===== src/rtl/kpi_pkg.sv =====
package kpi_pkg;

    localparam int CNT_W        = 12;
    localparam int RA_W         = 3;
    localparam int CT_W         = 3;
    localparam int FIELD_STRIDE = 4;

    typedef enum logic [CT_W-1:0] {
        CT_NONE    = 3'b000,
        CT_SLOW128 = 3'b001,
        CT_SLOW512 = 3'b010,
        CT_SLOW2K  = 3'b011,
        CT_SLOW4K  = 3'b100,
        CT_FAST1   = 3'b101,
        CT_FAST2   = 3'b110,
        CT_FAST4   = 3'b111
    } ct_sel_e;

    typedef enum logic [RA_W-1:0] {
        RA_CMP   = 3'd0,
        RA_EN    = 3'd1,
        RA_FLAG  = 3'd2,
        RA_CTIME = 3'd3,
        RA_LEVEL = 3'd4
    } reg_addr_e;

    typedef struct packed {
        logic             fast;
        logic             bypass;
        logic [CNT_W-1:0] last;
    } ct_cfg_t;

    function automatic ct_cfg_t decode_ct(ct_sel_e s);
        ct_cfg_t c;
        c = '{fast: 1'b0, bypass: 1'b0, last: '0};
        case (s)
            CT_FAST4:   begin c.fast = 1'b1; c.last = CNT_W'(3);    end
            CT_FAST2:   begin c.fast = 1'b1; c.last = CNT_W'(1);    end
            CT_FAST1:   begin c.fast = 1'b1; c.last = CNT_W'(0);    end
            CT_SLOW4K:  c.last = CNT_W'(4095);
            CT_SLOW2K:  c.last = CNT_W'(2047);
            CT_SLOW512: c.last = CNT_W'(511);
            CT_SLOW128: c.last = CNT_W'(127);
            default:    c.bypass = 1'b1;
        endcase
        return c;
    endfunction

endpackage


===== src/rtl/kpi_sync.sv =====
module kpi_sync #(
    parameter int W = 8
) (
    input  logic         clk,
    input  logic         rst,
    input  logic [W-1:0] d_i,
    output logic [W-1:0] q_o
);
    logic [W-1:0] meta_q;
    logic [W-1:0] stab_q;

    always_ff @(posedge clk) begin
        if (rst) begin
            meta_q <= '0;
            stab_q <= '0;
        end else begin
            meta_q <= d_i;
            stab_q <= meta_q;
        end
    end

    assign q_o = stab_q;
endmodule


===== src/rtl/kpi_tick.sv =====
module kpi_tick
    import kpi_pkg::*;
(
    input  logic    clk,
    input  logic    rst,
    input  ct_sel_e sel_i,
    input  logic    restart_i,
    input  logic    fast_stb_i,
    input  logic    slow_stb_i,
    output logic    tick_o,
    output logic    bypass_o
);
    ct_cfg_t          cfg;
    logic             stb;
    logic [CNT_W-1:0] cnt_q;

    assign cfg      = decode_ct(sel_i);
    assign stb      = cfg.fast ? fast_stb_i : slow_stb_i;
    assign bypass_o = cfg.bypass;
    assign tick_o   = !cfg.bypass && stb && (cnt_q == cfg.last);

    always_ff @(posedge clk) begin
        if (rst || restart_i) begin
            cnt_q <= '0;
        end else if (!cfg.bypass && stb) begin
            cnt_q <= (cnt_q == cfg.last) ? '0 : cnt_q + 1'b1;
        end
    end

    AST_CNT_BOUND: assert property (@(posedge clk) disable iff (rst)
        (cnt_q <= cfg.last));

    AST_IDLE_NO_ADV: assert property (@(posedge clk) disable iff (rst)
        (!restart_i && !stb) |=> $stable(cnt_q));
endmodule


===== src/rtl/kpi_filter.sv =====
module kpi_filter #(
    parameter int W = 4
) (
    input  logic         clk,
    input  logic         rst,
    input  logic         tick_i,
    input  logic         bypass_i,
    input  logic [W-1:0] din_i,
    output logic [W-1:0] level_o
);
    logic [W-1:0] samp_q;
    logic [W-1:0] lvl_q;
    logic [W-1:0] agree;

    assign agree = ~(din_i ^ samp_q);

    always_ff @(posedge clk) begin
        if (rst) begin
            samp_q <= '0;
            lvl_q  <= '0;
        end else if (bypass_i) begin
            samp_q <= din_i;
            lvl_q  <= din_i;
        end else if (tick_i) begin
            samp_q <= din_i;
            lvl_q  <= (agree & din_i) | (~agree & lvl_q);
        end
    end

    assign level_o = lvl_q;

    AST_LEVEL_HOLD: assert property (@(posedge clk) disable iff (rst)
        (!bypass_i && !tick_i) |=> $stable(level_o));
endmodule


===== src/rtl/kport_irq.sv =====
module kport_irq
    import kpi_pkg::*;
#(
    parameter int PORT_W = 8,
    parameter int GRP_W  = 4
) (
    input  logic              clk,
    input  logic              rst,
    input  logic [PORT_W-1:0] pins_i,
    input  logic              fast_stb,
    input  logic              slow_stb,
    input  logic [RA_W-1:0]   reg_addr,
    input  logic              reg_wr,
    input  logic [PORT_W-1:0] reg_wdata,
    output logic [PORT_W-1:0] reg_rdata,
    output logic              irq
);
    localparam int NGRP = PORT_W / GRP_W;

    ct_sel_e           sel_q [NGRP];
    logic [PORT_W-1:0] cmp_q;
    logic [PORT_W-1:0] en_q;
    logic [PORT_W-1:0] flag_q;
    logic [PORT_W-1:0] mis_q;
    logic [PORT_W-1:0] pins_s;
    logic [PORT_W-1:0] level;
    logic [PORT_W-1:0] mismatch;
    logic [PORT_W-1:0] set_vec;
    logic [PORT_W-1:0] clr_vec;
    logic [NGRP-1:0]   tick;
    logic [NGRP-1:0]   byp;
    logic              ct_wr;

    assign ct_wr = reg_wr && (reg_addr == RA_CTIME);

    kpi_sync #(.W(PORT_W)) u_sync (
        .clk (clk),
        .rst (rst),
        .d_i (pins_i),
        .q_o (pins_s)
    );

    for (genvar g = 0; g < NGRP; g++) begin : g_grp
        kpi_tick u_tick (
            .clk        (clk),
            .rst        (rst),
            .sel_i      (sel_q[g]),
            .restart_i  (ct_wr),
            .fast_stb_i (fast_stb),
            .slow_stb_i (slow_stb),
            .tick_o     (tick[g]),
            .bypass_o   (byp[g])
        );

        kpi_filter #(.W(GRP_W)) u_filt (
            .clk      (clk),
            .rst      (rst),
            .tick_i   (tick[g]),
            .bypass_i (byp[g]),
            .din_i    (pins_s[g*GRP_W +: GRP_W]),
            .level_o  (level[g*GRP_W +: GRP_W])
        );
    end

    assign mismatch = level ^ cmp_q;
    assign set_vec  = mismatch & ~mis_q;
    assign clr_vec  = (reg_wr && (reg_addr == RA_FLAG)) ? reg_wdata : '0;

    always_ff @(posedge clk) begin
        if (rst) begin
            cmp_q  <= '0;
            en_q   <= '0;
            flag_q <= '0;
            mis_q  <= '0;
            for (int g = 0; g < NGRP; g++) sel_q[g] <= CT_NONE;
        end else begin
            mis_q  <= mismatch;
            flag_q <= (flag_q & ~clr_vec) | set_vec;
            if (reg_wr && (reg_addr == RA_CMP)) cmp_q <= reg_wdata;
            if (reg_wr && (reg_addr == RA_EN))  en_q  <= reg_wdata;
            if (ct_wr) begin
                for (int g = 0; g < NGRP; g++)
                    sel_q[g] <= ct_sel_e'(reg_wdata[g*FIELD_STRIDE +: CT_W]);
            end
        end
    end

    always_comb begin
        reg_rdata = '0;
        case (reg_addr)
            RA_CMP:   reg_rdata = cmp_q;
            RA_EN:    reg_rdata = en_q;
            RA_FLAG:  reg_rdata = flag_q;
            RA_LEVEL: reg_rdata = level;
            RA_CTIME: begin
                for (int g = 0; g < NGRP; g++)
                    reg_rdata[g*FIELD_STRIDE +: CT_W] = sel_q[g];
            end
            default:  reg_rdata = '0;
        endcase
    end

    assign irq = |(flag_q & en_q);

    AST_SET_WINS: assert property (@(posedge clk) disable iff (rst)
        (set_vec != '0) |=> ((flag_q & $past(set_vec)) == $past(set_vec)));

    AST_FLAG_STICKY: assert property (@(posedge clk) disable iff (rst)
        ((~flag_q & $past(flag_q) & ~$past(clr_vec)) == '0));

    AST_IRQ_NEEDS_EN: assert property (@(posedge clk) disable iff (rst)
        irq |-> (en_q != '0));
endmodule


===== config.mk =====
export PLATFORM = sky130hd
export DESIGN_NAME = kport_irq
export DESIGN_NICKNAME = d
export VERILOG_FILES = /design/src/rtl/kpi_pkg.sv /design/src/rtl/kpi_sync.sv /design/src/rtl/kpi_tick.sv /design/src/rtl/kpi_filter.sv /design/src/rtl/kport_irq.sv
export SDC_FILE = /design/constraint.sdc
export NUM_CORES = 1
export LEC_CHECK = 0
export ABC_CLOCK_PERIOD_IN_PS = 3000
export BUFFER_PORTS_ARGS = -buffer_cell sky130_fd_sc_hd__buf_2
export CORE_MARGIN = 1
export CORE_UTILIZATION = 60
export DETAILED_ROUTE_END_ITERATION = 8
export MAX_ROUTING_LAYER = met4
export PLACE_DENSITY = 0.79
export SYNTH_ARGS = -nofsm -noshare
export SYNTH_HDL_FRONTEND = slang
export SYNTH_HIERARCHICAL = 1
export SYNTH_SLANG_ARGS = --single-unit

===== constraint.sdc =====
create_clock -name clk -period 3 [get_ports clk]
set_input_delay 0.3 -clock clk [delete_from_list [all_inputs] [get_ports clk]]
set_output_delay 0.3 -clock clk [all_outputs]
set_load 0.01 [all_outputs]

==> results.json <==
{
  "syn_avg_cell_area_um2": 9.35,
  "avgRoutedWirePerCell_um": 15.7,
  "cts.root.buffer_cell": "clkbuf_8",
  "vias": 3885,
  "final_design_area_no_fill_um2": 5180,
  "grt_overflow": 0,
  "crit_chain": "nor2_1 > or3b_1 > a22o_1 > a2111oi_4 > buf_4 > nor3_2",
  "synth_compound_gate_area_share_pct": 20.1,
  "ys.flop_type": "dfxtp_1",
  "synth_cells": 519,
  "drt-pass1-iter-count": 4,
  "tns_ns": 0,
  "power.leakage_nw": 1.84,
  "fin_ws_ns": 0.504,
  "status": "finished, final reports clean",
  "synth_edf_count": 6,
  "cts.sinks": 94,
  "setup_viol": 0,
  "clockBufferDepth": 2,
  "cts_resized": 0,
  "clock_latency_ns": 0.37,
  "fill_cells": 666,
  "ios": 33,
  "utilization_pct": 66.6,
  "cp-end-kind": "flip-flop",
  "cts_setup_buffers": 0,
  "crit_required_ns": 3.25,
  "die_h_um": 91.9,
  "synth_xor_area_share_pct": 5.78,
  "drt_iter0_markers": 261,
  "cp_max_fo": 14,
  "max-cap-violations": 0,
  "numPortBuffers": 32,
  "wirelength_um": 10100,
  "diodes": 0,
  "hold_class": "in -> reg",
  "dp_hpwl_um": 7210,
  "grtUsageTotal_pct": 26.1,
  "synth_warnings": 6,
  "drc": 0,
  "path_clk_slew_ns": 0.10,
  "pre_cts_slack_ns": 0.556,
  "h-tree-depth": 3,
  "die_area_um2": 8450,
  "synth_area_um2": 4850,
  "arrival_ns": 2.75,
  "yosys.area_share.simple_pct": 24.1,
  "fp-row-count": 32,
  "critPathLaunchType": "flip-flop",
  "yosysSeqAreaShare_pct": 40.0,
  "slew_headroom_pct": 59.1,
  "final_cell_mix": "dfxtp_1, nand2_1, nor2_1, buf_2, o21ai_0",
  "period_share_pct": 83.2,
  "synth.area.top_cells": "dfxtp_1, edfxtp_1, nand2_1",
  "pwr_density_cell_nw_per_um2": 467,
  "hold_violations": 0,
  "grt_antenna_before_repair": 0,
  "final_common_cell": "dfxtp_1",
  "grt_setup_unrepaired": "no",
  "gp_congestion": 0.873,
  "nNetsFinal": 567,
  "start_util_pct": 62.5,
  "yosys.area.top_type": "dfxtp_1",
  "total_power_mw": 2.42,
  "yosys.area_share.adder_pct": 0.516,
  "viasPerCell": 6.00,
  "slew_viol_final": 0,
  "coreArea_um2": 7770,
  "synth-seq-cells": 94,
  "max_stage_delay_ns": 0.63,
  "syn_to_final_growth_pct": 6.71,
  "final.min_clock_period_ns": 2.50,
  "hold-worst-slack_ns": 0.133,
  "cts_hold_buffers": 0,
  "vdd_drop_max_mv": 0.334,
  "fp.dieW_um": 91.9,
  "crit_slowest_cell": "edfxtp_1",
  "synth_top_family_by_area": "simple AND/OR/NAND/NOR gates",
  "synth_top_area_share_pct": 36.3,
  "ys_types": 62,
  "async_flop_share_pct": 0,
  "synth_fp_nets": 545,
  "yosys-mux-area-fraction_pct": 4.08,
  "grt_pass1_vias": 3604,
  "postRouteAntennaNets": 0,
  "dpl_cell_area_um2": 4990,
  "dp.cells": 632,
  "finalNonFillerCells": 648,
  "tightest_slew_ns": 0.614,
  "grt_max_degree": 47,
  "grt_pass1_wl_um": 17000,
  "cts_buffers": 9,
  "layout-drive-gt1-share_pct": 20.1,
  "worstSetupPathType": "reg -> reg",
  "cts_tree": "done",
  "skew_ns": 0.00854,
  "clock.fmax_mhz": 401
}
layer usage:
layer / global-route usage [%] / routed length, um / vias to the layer above / part of all wire, %
li1: - / - / 1910 / -
met1: 32.2 / 4590 / 1866 / 45
met2: 42.4 / 4880 / 94 / 48
met3: 6.14 / 513 / 15 / 5.1
met4: 7.81 / 162 / 0 / 1.6
met5: - / 0 / - / 0
cell usage after synthesis (all sizes together) (2+ instances only):
master and count:
o22ai 5, a211o 8, clkbuf 8, xnor2 16, and3b 2, o211ai 2, a2111oi 2, edfxtp 6
a22o 4, or2 2, o21bai 2, a31oi 8, and3 2, mux2i 13, dfxtp 88, ha 2
nand3b 3, and2b 6, nand2 46, or3b 2, mux2 6, nor4bb 3, a2bb2oi 3, a211oi 6
o31ai 8, a22oi 14, o21a 6, nor3b 7, or3 6, and2 14, o2111ai 6, o21ai 47
nor2b 20, or4b 3, nor4 4, nor3 24, nand3 4, buf 21, inv 11, a21o 4
xor2 16, a21oi 18, nor2 36
worst paths after layout:
| check | start | end | slack, ns | cells after the start |
|---|---|---|---|---|
| worst max-delay path | sel_q[0][1]$_SDFFCE_PN0P_ | g_grp[0].u_tick/cnt_q[0]$_SDFFE_PP0P_ | 0.50 | 6 |
| worst min-delay path | pins_i[1] | u_sync/meta_q[1]$_SDFF_PP0_ | 0.13 | 2 |
| worst max register to register | sel_q[0][1]$_SDFFCE_PN0P_ | g_grp[0].u_tick/cnt_q[0]$_SDFFE_PP0P_ | 0.50 | 6 |
| worst min register to register | mis_q[3]$_SDFF_PP0_ | flag_q[3]$_SDFF_PP0_ | 0.42 | 1 |
worst max-delay path, delay by kind of cell (launching register included):
family | cells | cell delay, ns
simple gates | 3 | 0.72
compound gates | 2 | 0.72
flops | 1 | 0.63
buf+inv | 1 | 0.32
registers in the layout, summed over array words and instances (netlist names), named ones only:
signal / cells
flag_q: 8
u_sync/q_o: 8
mis_q: 8
g_grp.u_tick/cnt_q: 24
u_sync/meta_q: 8
g_grp.u_filt/samp_q: 8
cmp_q: 8
en_q: 8
sel_q: 6
cell type report:
class,count,area [um^2],area share [%]
clock buffer,9,124,2.39
inverter,11,41.3,0.798
clock inverter,7,62.6,1.21
tap,102,128,2.47
sequential,94,1940,37.5
multi-input combinational,385,2650,51.1
timing repair buffer,40,233,4.50
cell families after synthesis:
group,after synthesis
buf+inv,40
mux,19
fa+ha+maj,2
flops,94
compound gates,143
xor+xnor,32
simple gates,189
report_power, final:
group	internal, mW	switching [mW]
combinational	0.112	0.152
sequential	1.30	0.0494
clock	0.322	0.486
Note: power is estimated with default switching activity, not from simulation.
